### src/rtl/tmr_pkg.sv
package tmr_pkg;
    localparam int DW     = 8;
    localparam int AW     = 4;
    localparam int NCH    = 2;
    localparam int PRE_W  = 13;
    localparam int N_DIV  = 3;
    localparam int DIV_TAP [N_DIV] = '{2, 5, 12};
    localparam int SYNC_N = 2;

    localparam logic [2:0] OFF_CTL = 3'd1;
    localparam logic [2:0] OFF_OUT = 3'd2;
    localparam logic [2:0] OFF_STS = 3'd3;
    localparam logic [2:0] OFF_CNT = 3'd4;
    localparam logic [2:0] OFF_CPA = 3'd5;
    localparam logic [2:0] OFF_CPB = 3'd6;

    localparam logic [2:0] CK_D8   = 3'd1;
    localparam logic [2:0] CK_D64  = 3'd2;
    localparam logic [2:0] CK_D8K  = 3'd3;
    localparam logic [2:0] CK_EXT  = 3'd4;
    localparam logic [2:0] CK_CAS  = 3'd5;

    typedef enum logic [1:0] {CL_NONE, CL_A, CL_B, CL_EXT} clr_e;
    typedef enum logic [1:0] {ACT_KEEP, ACT_LO, ACT_HI, ACT_TGL} act_e;
    typedef enum logic {OUT_LO, OUT_HI} out_st_e;
    typedef enum logic {MS_HALT, MS_RUN} run_st_e;

    function automatic out_st_e out_next(out_st_e cur, act_e a);
        out_st_e n;
        unique case (a)
            ACT_KEEP: n = cur;
            ACT_LO:   n = OUT_LO;
            ACT_HI:   n = OUT_HI;
            ACT_TGL:  n = (cur == OUT_HI) ? OUT_LO : OUT_HI;
        endcase
        return n;
    endfunction
endpackage

### src/rtl/tmr_prescale.sv
module tmr_prescale
    import tmr_pkg::*;
(
    input  logic             clk,
    input  logic             rst_n,
    input  logic             run,
    output logic [N_DIV-1:0] div_en
);
    logic [PRE_W-1:0] pre_q;
    logic [N_DIV-1:0] tap_q;

    always_ff @(posedge clk) begin
        if (!rst_n)
            pre_q <= '0;
        else if (run)
            pre_q <= pre_q + PRE_W'(1);
    end

    for (genvar i = 0; i < N_DIV; i++) begin : g_tap
        always_ff @(posedge clk) begin
            if (!rst_n)
                tap_q[i] <= 1'b0;
            else
                tap_q[i] <= pre_q[DIV_TAP[i]];
        end
        assign div_en[i] = pre_q[DIV_TAP[i]] & ~tap_q[i];
    end
endmodule

### src/rtl/tmr_sync.sv
module tmr_sync #(
    parameter int STAGES = 2
) (
    input  logic clk,
    input  logic rst_n,
    input  logic d,
    output logic lvl,
    output logic rise
);
    logic [STAGES-1:0] sh_q;
    logic              prev_q;

    always_ff @(posedge clk) begin
        if (!rst_n) begin
            sh_q   <= '0;
            prev_q <= 1'b0;
        end else begin
            sh_q   <= {sh_q[STAGES-2:0], d};
            prev_q <= sh_q[STAGES-1];
        end
    end

    assign lvl  = sh_q[STAGES-1];
    assign rise = sh_q[STAGES-1] & ~prev_q;
endmodule

### src/rtl/tmr_chan.sv
module tmr_chan
    import tmr_pkg::*;
#(
    parameter int W = DW
) (
    input  logic             clk,
    input  logic             rst_n,
    input  logic             run,
    input  logic [N_DIV-1:0] div_en,
    input  logic             ext_tick,
    input  logic             cas_tick,
    input  logic             ext_clr,
    input  logic             wr_en,
    input  logic [2:0]       off,
    input  logic [W-1:0]     wdata,
    output logic [W-1:0]     rd_data,
    output logic             tout,
    output logic             irq_a,
    output logic             irq_b,
    output logic             irq_ovf,
    output logic             evt_a,
    output logic             evt_b,
    output logic             evt_ovf,
    output logic [W-1:0]     cnt_o
);
    logic [7:0]   ctl_q;
    logic [3:0]   act_q;
    logic [2:0]   sts_q, sts_d;
    logic [W-1:0] cnt_q, cnt_d;
    logic [W-1:0] cpa_q, cpb_q;
    out_st_e      out_q, out_d;

    logic [2:0] ck_sel;
    clr_e       clr_sel;
    logic       src, tick, hold, hit_a, hit_b, wrap;

    assign ck_sel  = ctl_q[2:0];
    assign clr_sel = clr_e'(ctl_q[4:3]);

    // tick source selection
    always_comb begin
        case (ck_sel)
            CK_D8:   src = div_en[0];
            CK_D64:  src = div_en[1];
            CK_D8K:  src = div_en[2];
            CK_EXT:  src = ext_tick;
            CK_CAS:  src = cas_tick;
            default: src = 1'b0;
        endcase
    end

    assign hold    = run && (clr_sel == CL_EXT) && ext_clr;
    assign tick    = run && src && !hold;
    assign hit_a   = (cnt_q == cpa_q);
    assign hit_b   = (cnt_q == cpb_q);
    assign evt_a   = tick && hit_a;
    assign evt_b   = tick && hit_b;
    assign evt_ovf = tick && (cnt_q == '1);
    assign wrap    = ((clr_sel == CL_A) && hit_a) || ((clr_sel == CL_B) && hit_b);

    always_comb begin
        cnt_d = cnt_q;
        if (wr_en && off == OFF_CNT)
            cnt_d = wdata;
        else if (hold)
            cnt_d = '0;
        else if (tick)
            cnt_d = wrap ? '0 : cnt_q + W'(1);
    end

    always_comb begin
        sts_d = sts_q;
        if (wr_en && off == OFF_STS)
            sts_d = sts_q & ~wdata[2:0];
        sts_d = sts_d | {evt_ovf, evt_b, evt_a};
    end

    // output waveform machine: A has priority over B
    always_comb begin
        out_d = out_q;
        if (evt_a)
            out_d = out_next(out_q, act_e'(act_q[1:0]));
        else if (evt_b)
            out_d = out_next(out_q, act_e'(act_q[3:2]));
    end

    always_ff @(posedge clk) begin
        if (!rst_n)
            out_q <= OUT_LO;
        else
            out_q <= out_d;
    end

    always_comb begin
        unique case (out_q)
            OUT_LO: tout = 1'b0;
            OUT_HI: tout = 1'b1;
        endcase
    end

    always_ff @(posedge clk) begin
        if (!rst_n) begin
            ctl_q <= '0;
            act_q <= '0;
            sts_q <= '0;
            cnt_q <= '0;
            cpa_q <= '1;
            cpb_q <= '1;
        end else begin
            cnt_q <= cnt_d;
            sts_q <= sts_d;
            if (wr_en && off == OFF_CTL) ctl_q <= wdata[7:0];
            if (wr_en && off == OFF_OUT) act_q <= wdata[3:0];
            if (wr_en && off == OFF_CPA) cpa_q <= wdata;
            if (wr_en && off == OFF_CPB) cpb_q <= wdata;
        end
    end

    always_comb begin
        case (off)
            OFF_CTL: rd_data = W'(ctl_q);
            OFF_OUT: rd_data = W'(act_q);
            OFF_STS: rd_data = W'(sts_q);
            OFF_CNT: rd_data = cnt_q;
            OFF_CPA: rd_data = cpa_q;
            OFF_CPB: rd_data = cpb_q;
            default: rd_data = '0;
        endcase
    end

    assign irq_a   = sts_q[0] & ctl_q[5];
    assign irq_b   = sts_q[1] & ctl_q[6];
    assign irq_ovf = sts_q[2] & ctl_q[7];
    assign cnt_o   = cnt_q;
endmodule

### src/rtl/tmr8x2.sv
module tmr8x2
    import tmr_pkg::*;
(
    input  logic           clk,
    input  logic           rst_n,
    input  logic [AW-1:0]  bus_addr,
    input  logic [DW-1:0]  bus_wdata,
    input  logic           bus_wr,
    input  logic           bus_rd,
    output logic [DW-1:0]  bus_rdata,
    input  logic           ext_clk,
    input  logic           ext_rst,
    output logic [NCH-1:0] tout,
    output logic [NCH-1:0] irq_cma,
    output logic [NCH-1:0] irq_cmb,
    output logic [NCH-1:0] irq_ovf,
    output logic           adc_trig
);
    run_st_e st_q, st_d;
    logic    run, go_req, stop_req;

    logic [N_DIV-1:0]        div_en;
    logic                    ext_lvl_unused, ext_rise, rst_lvl, rst_rise_unused;
    logic [NCH-1:0]          evt_a, evt_b, evt_ovf, cas_w, wr_ch;
    logic [NCH-1:0][DW-1:0]  rd_ch, cnt_w;
    logic                    c1_ovf_q, c0_a_q;

    assign go_req   = bus_wr && (bus_addr == '0) && bus_wdata[0];
    assign stop_req = bus_wr && (bus_addr == '0) && !bus_wdata[0];

    // run-state register
    always_ff @(posedge clk) begin
        if (!rst_n)
            st_q <= MS_HALT;
        else
            st_q <= st_d;
    end

    // run-state transitions
    always_comb begin
        st_d = st_q;
        unique case (st_q)
            MS_HALT: if (go_req)   st_d = MS_RUN;
            MS_RUN:  if (stop_req) st_d = MS_HALT;
        endcase
    end

    // run-state outputs
    always_comb begin
        unique case (st_q)
            MS_HALT: run = 1'b0;
            MS_RUN:  run = 1'b1;
        endcase
    end

    tmr_prescale u_pre (
        .clk    (clk),
        .rst_n  (rst_n),
        .run    (run),
        .div_en (div_en)
    );

    tmr_sync #(.STAGES(SYNC_N)) u_sclk (
        .clk   (clk),
        .rst_n (rst_n),
        .d     (ext_clk),
        .lvl   (ext_lvl_unused),
        .rise  (ext_rise)
    );

    tmr_sync #(.STAGES(SYNC_N)) u_srst (
        .clk   (clk),
        .rst_n (rst_n),
        .d     (ext_rst),
        .lvl   (rst_lvl),
        .rise  (rst_rise_unused)
    );

    // cascade pulses are registered to break the loop between channels
    always_ff @(posedge clk) begin
        if (!rst_n) begin
            c1_ovf_q <= 1'b0;
            c0_a_q   <= 1'b0;
            adc_trig <= 1'b0;
        end else begin
            c1_ovf_q <= evt_ovf[1];
            c0_a_q   <= evt_a[0];
            adc_trig <= evt_a[0];
        end
    end

    assign cas_w[0] = c1_ovf_q;
    assign cas_w[1] = c0_a_q;

    for (genvar c = 0; c < NCH; c++) begin : g_ch
        assign wr_ch[c] = bus_wr && run && (bus_addr[AW-1] == 1'(c))
                          && (bus_addr[2:0] != 3'd0);
        tmr_chan #(.W(DW)) u_ch (
            .clk      (clk),
            .rst_n    (rst_n),
            .run      (run),
            .div_en   (div_en),
            .ext_tick (ext_rise),
            .cas_tick (cas_w[c]),
            .ext_clr  (rst_lvl),
            .wr_en    (wr_ch[c]),
            .off      (bus_addr[2:0]),
            .wdata    (bus_wdata),
            .rd_data  (rd_ch[c]),
            .tout     (tout[c]),
            .irq_a    (irq_cma[c]),
            .irq_b    (irq_cmb[c]),
            .irq_ovf  (irq_ovf[c]),
            .evt_a    (evt_a[c]),
            .evt_b    (evt_b[c]),
            .evt_ovf  (evt_ovf[c]),
            .cnt_o    (cnt_w[c])
        );
    end

    always_ff @(posedge clk) begin
        if (!rst_n)
            bus_rdata <= '0;
        else if (!bus_rd)
            bus_rdata <= '0;
        else if (bus_addr == '0)
            bus_rdata <= DW'(run);
        else if (run)
            bus_rdata <= rd_ch[bus_addr[AW-1]];
        else
            bus_rdata <= '0;
    end
endmodule

### config.mk
export PLATFORM = sky130hd
export DESIGN_NAME = tmr8x2
export DESIGN_NICKNAME = d
export VERILOG_FILES = /design/src/rtl/tmr_pkg.sv /design/src/rtl/tmr_prescale.sv /design/src/rtl/tmr_sync.sv /design/src/rtl/tmr_chan.sv /design/src/rtl/tmr8x2.sv
export SDC_FILE = /design/constraint.sdc
export NUM_CORES = 1
export LEC_CHECK = 0
export BUFFER_PORTS_ARGS = -buffer_cell sky130_fd_sc_hd__clkbuf_2
export CORE_MARGIN = 2
export CORE_UTILIZATION = 35
export DETAILED_ROUTE_END_ITERATION = 8
export MAX_ROUTING_LAYER = met4
export SYNTH_ARGS = -nofsm -noshare
export SYNTH_HDL_FRONTEND = slang
export SYNTH_SLANG_ARGS = --single-unit
### constraint.sdc
create_clock -name clk -period 3.6 [get_ports clk]
set_input_delay 0.36 -clock clk [delete_from_list [all_inputs] [get_ports clk]]
set_output_delay 0.36 -clock clk [all_outputs]
set_load 0.05 [all_outputs]
==> metrics.txt <==
GRT Total Usage a little over 20%; pre-CTS WS 1.11 ns; die area 18,500 um2; drt via density 5.48; sequential fraction of the synthesis area 36.8%; Rows 48; RR Endpoint g_ch[0].u_ch.cnt_o[1]; power per cell area 354 nW/um2; Synth Register Bits 112; CP cell instances and4bb_1 -> and3b_1 -> a41oi_4 -> nand2_2 -> nor2_1 -> a311oi_1; postcts setup bufs 0; maxcap violations 0; clock transition at the registers of the reported paths 0.07 ns; setup TNS 0 ns; Layout fillers 1,821; largest net degree at the start of global routing 56; min Tclk post-route around 2.6 ns; grt total ovfl 0; Routed WL between 15 and 20 mm; area of the multi-input gates roughly 3500 um2; CP peak stage delay 0.75 ns; CP Data Arrival Time ~2.8 ns; RSZ-0062 raised after global routing no; worst setup path end g_ch[0].u_ch.cnt_o[1]; Worst slew margin about a third; vias in the first global route 4,943; Die Y 136 um; hold_ws just over 0.2 ns; Leak 2.38 nW; register area 2240 um2; Peak VDD IR 0.237 mV; highest-delay cell along the critical path dfxtp_1; first-pass GRT wire length 27.9 mm; FF-to-FF setup slack 1.05 ns; num ports 35; initial antenna violation count 0; Vias 5,228; Synth Cell Area 6090 um2; most common cell in the netlist nand2_1; drt wl/cell 18.6 um; Post-synth EDFFs 0; cell count after synthesis 740; Synth Warn # 0; Synth top cells by count 114 x nand2_1, 112 x dfxtp_1, 61 x nor2_1; Layout Skew 0.00784 ns; initial DRC count 382; Critical Path RT 3.86 ns; HPWL after DPL 12.2 mm; Core Area 17,200 um2; Power, Total 2.32 mW; CTS buffer count 9; Port Buffers 34; drc violations 0; dominant cells by area after synthesis dfxtp_1 37%, mux2i_1 8.4%, nand2_1 7.0%; Yosys top cell area share a little under two fifths; die width ~140 um; Critical Path Fanout Max 15; Netlist cell types 65; status finished clean; Clock Path Buffers 2; area grow syn2layout 7.48%; Avg Cell Area, Syn between 8 and 9 um2; Reg2Reg Depth 6; Slew Limit Fails 0; PostCTS Resize Cnt 0; final hold vios 0; layout cells sized above 1 10.6%; nets 745; critical path type reg -> reg; clock root buffer clkbuf_16; fin crit share 70.9%; HP Class in -> reg; Highest Clock Rate approximately 400 MHz; CTS tree built; CTS Sinks 112; Synth Net Count 761; fin util 38.1%; worst-skew pair later-pin latency 0.36 ns; antenna fix cells 0; RePlAce Congestion 0.889; most used flip-flop cell after synthesis dfxtp_1; crit start category register; final setup fails 0; Hold-fix buffers, CTS 0; H-tree Lvls 3; slew at the pin closest to its max-slew limit 1.02 ns; antenna viol nets, final 0; post-route worst setup slack 1.05 ns; Crit. End Element register; largest area contributor in the netlist dfxtp_1; Async S/R FF share, synth 0%; Pre-antenna DRT Iters 5; starting density of the core between 30% and 40%
## area by class of cell
type | instances | share of cell area, %
Multi-Input combinational cell | 551 | 53.4
Inverter | 7 | 0.402
Timing Repair Buffer | 43 | 3.63
Tap cell | 225 | 4.30
Sequential cell | 112 | 34.3
Clock inverter | 2 | 0.249
Clock buffer | 14 | 3.73
## sequential cells by signal, summed over array words and instances, names as in the netlist, 2 cells and up, named ones only
name             flops
g_ch.u_ch.cnt_o     16
u_pre.pre_q         13
g_ch.u_ch.cpb_q     16
g_ch.u_ch.act_q      8
g_ch.u_ch.out_q      2
u_srst.sh_q          2
g_ch.u_ch.sts_q      6
g_ch.u_ch.ctl_q     16
bus_rdata            8
u_pre.tap_q          3
g_ch.u_ch.cpa_q     16
u_sclk.sh_q          2
## worst min-delay path by stage
stage | start | endpoint | slack [ns] | cells past startpoint
CTS | ext_clk | u_sclk.sh_q[0] | 0.19 | 2
floorplan | u_sclk.sh_q[0] | u_sclk.sh_q[1] | 0.41 | 1
global route | ext_rst | u_srst.sh_q[0] | 0.20 | 2
detailed placement | u_srst.sh_q[0] | u_srst.sh_q[1] | 0.42 | 1
global placement | u_sclk.sh_q[0] | u_sclk.sh_q[1] | 0.41 | 1
finish | ext_clk | u_sclk.sh_q[0] | 0.20 | 2
## metal layers
metal / share of wire (%) / track usage (%) / vias up / routed length [um]
met1: 47 / 27.3 / 2488 / 8370
met3: 6.7 / 5.15 / 29 / 1200
met5: 0 / - / - / 0
li1: - / - / 2558 / -
met2: 44 / 30.4 / 153 / 7850
met4: 1.9 / 6.13 / 0 / 345
## where the power goes
group | internal, mW | leakage (nW) | total (mW) | switching (mW)
clock | 0.473 | 0.121 | 0.928 | 0.455
sequential | 1.24 | 0.904 | 1.24 | 0.00364
combinational | 0.0425 | 1.36 | 0.146 | 0.104
## logic make-up after synthesis
| kind of cell | share of synthesized area (%) |
|---|---|
| and+or+nand+nor | 23.1 |
| xor gates and xnor gates | 6.04 |
| AOI/OAI and AO/OA | 18.0 |
| DFF | 36.8 |
| adders and majority gates | 0.617 |
| muxes | 9.68 |
| buffers and inverters | 5.76 |
## stage by stage
| step | instances | cell area, um2 |
|---|---|---|
| after floorplan | 740 | 6090 |
| after global placement | 938 | 6280 |
| after detailed placement | 938 | 6280 |
| after CTS | 954 | 6540 |
| after global routing | 954 | 6540 |
| final | 954 | 6540 |
## cell usage in the layout (no fill, tap or decap), types with 4 or more instances in the layout
cell type  Yosys  layout
o211ai_1       6       6
nor4_1         5       5
xnor2_1       25      25
o21ai_0       22      22
clkbuf_2       2      34
inv_1          6       6
a32oi_1        6       6
nand2b_1       6       6
clkbuf_16      0       9
nand3_1       30      30
xor2_1        17      17
a21oi_1       43      43
a31oi_1        6       6
nand2_1      114     114
buf_4          8       9
nor2b_1       15      15
o22ai_1        4       4
nor2_1        61      61
dfxtp_1      112     112
a22oi_1       14      14
nor3_1         8       8
a211oi_1       6       6
nand4_1       18      18
clkbuf_1      37       5
and3_1        11      11
a21o_1         4       4
mux2i_1       51      51
a221oi_1       8       8
mux2_2         7       7
and2_1        14      14
## critical path, delay by kind of cell (launching register included)
| family | cells | cell delay (ns) |
|---|---|---|
| DFF | 1 | 0.75 |
| and+or+nand+nor | 4 | 1.27 |
| AOI/OAI and AO/OA | 2 | 0.42 |
Note: power is estimated with default switching activity, not from simulation.
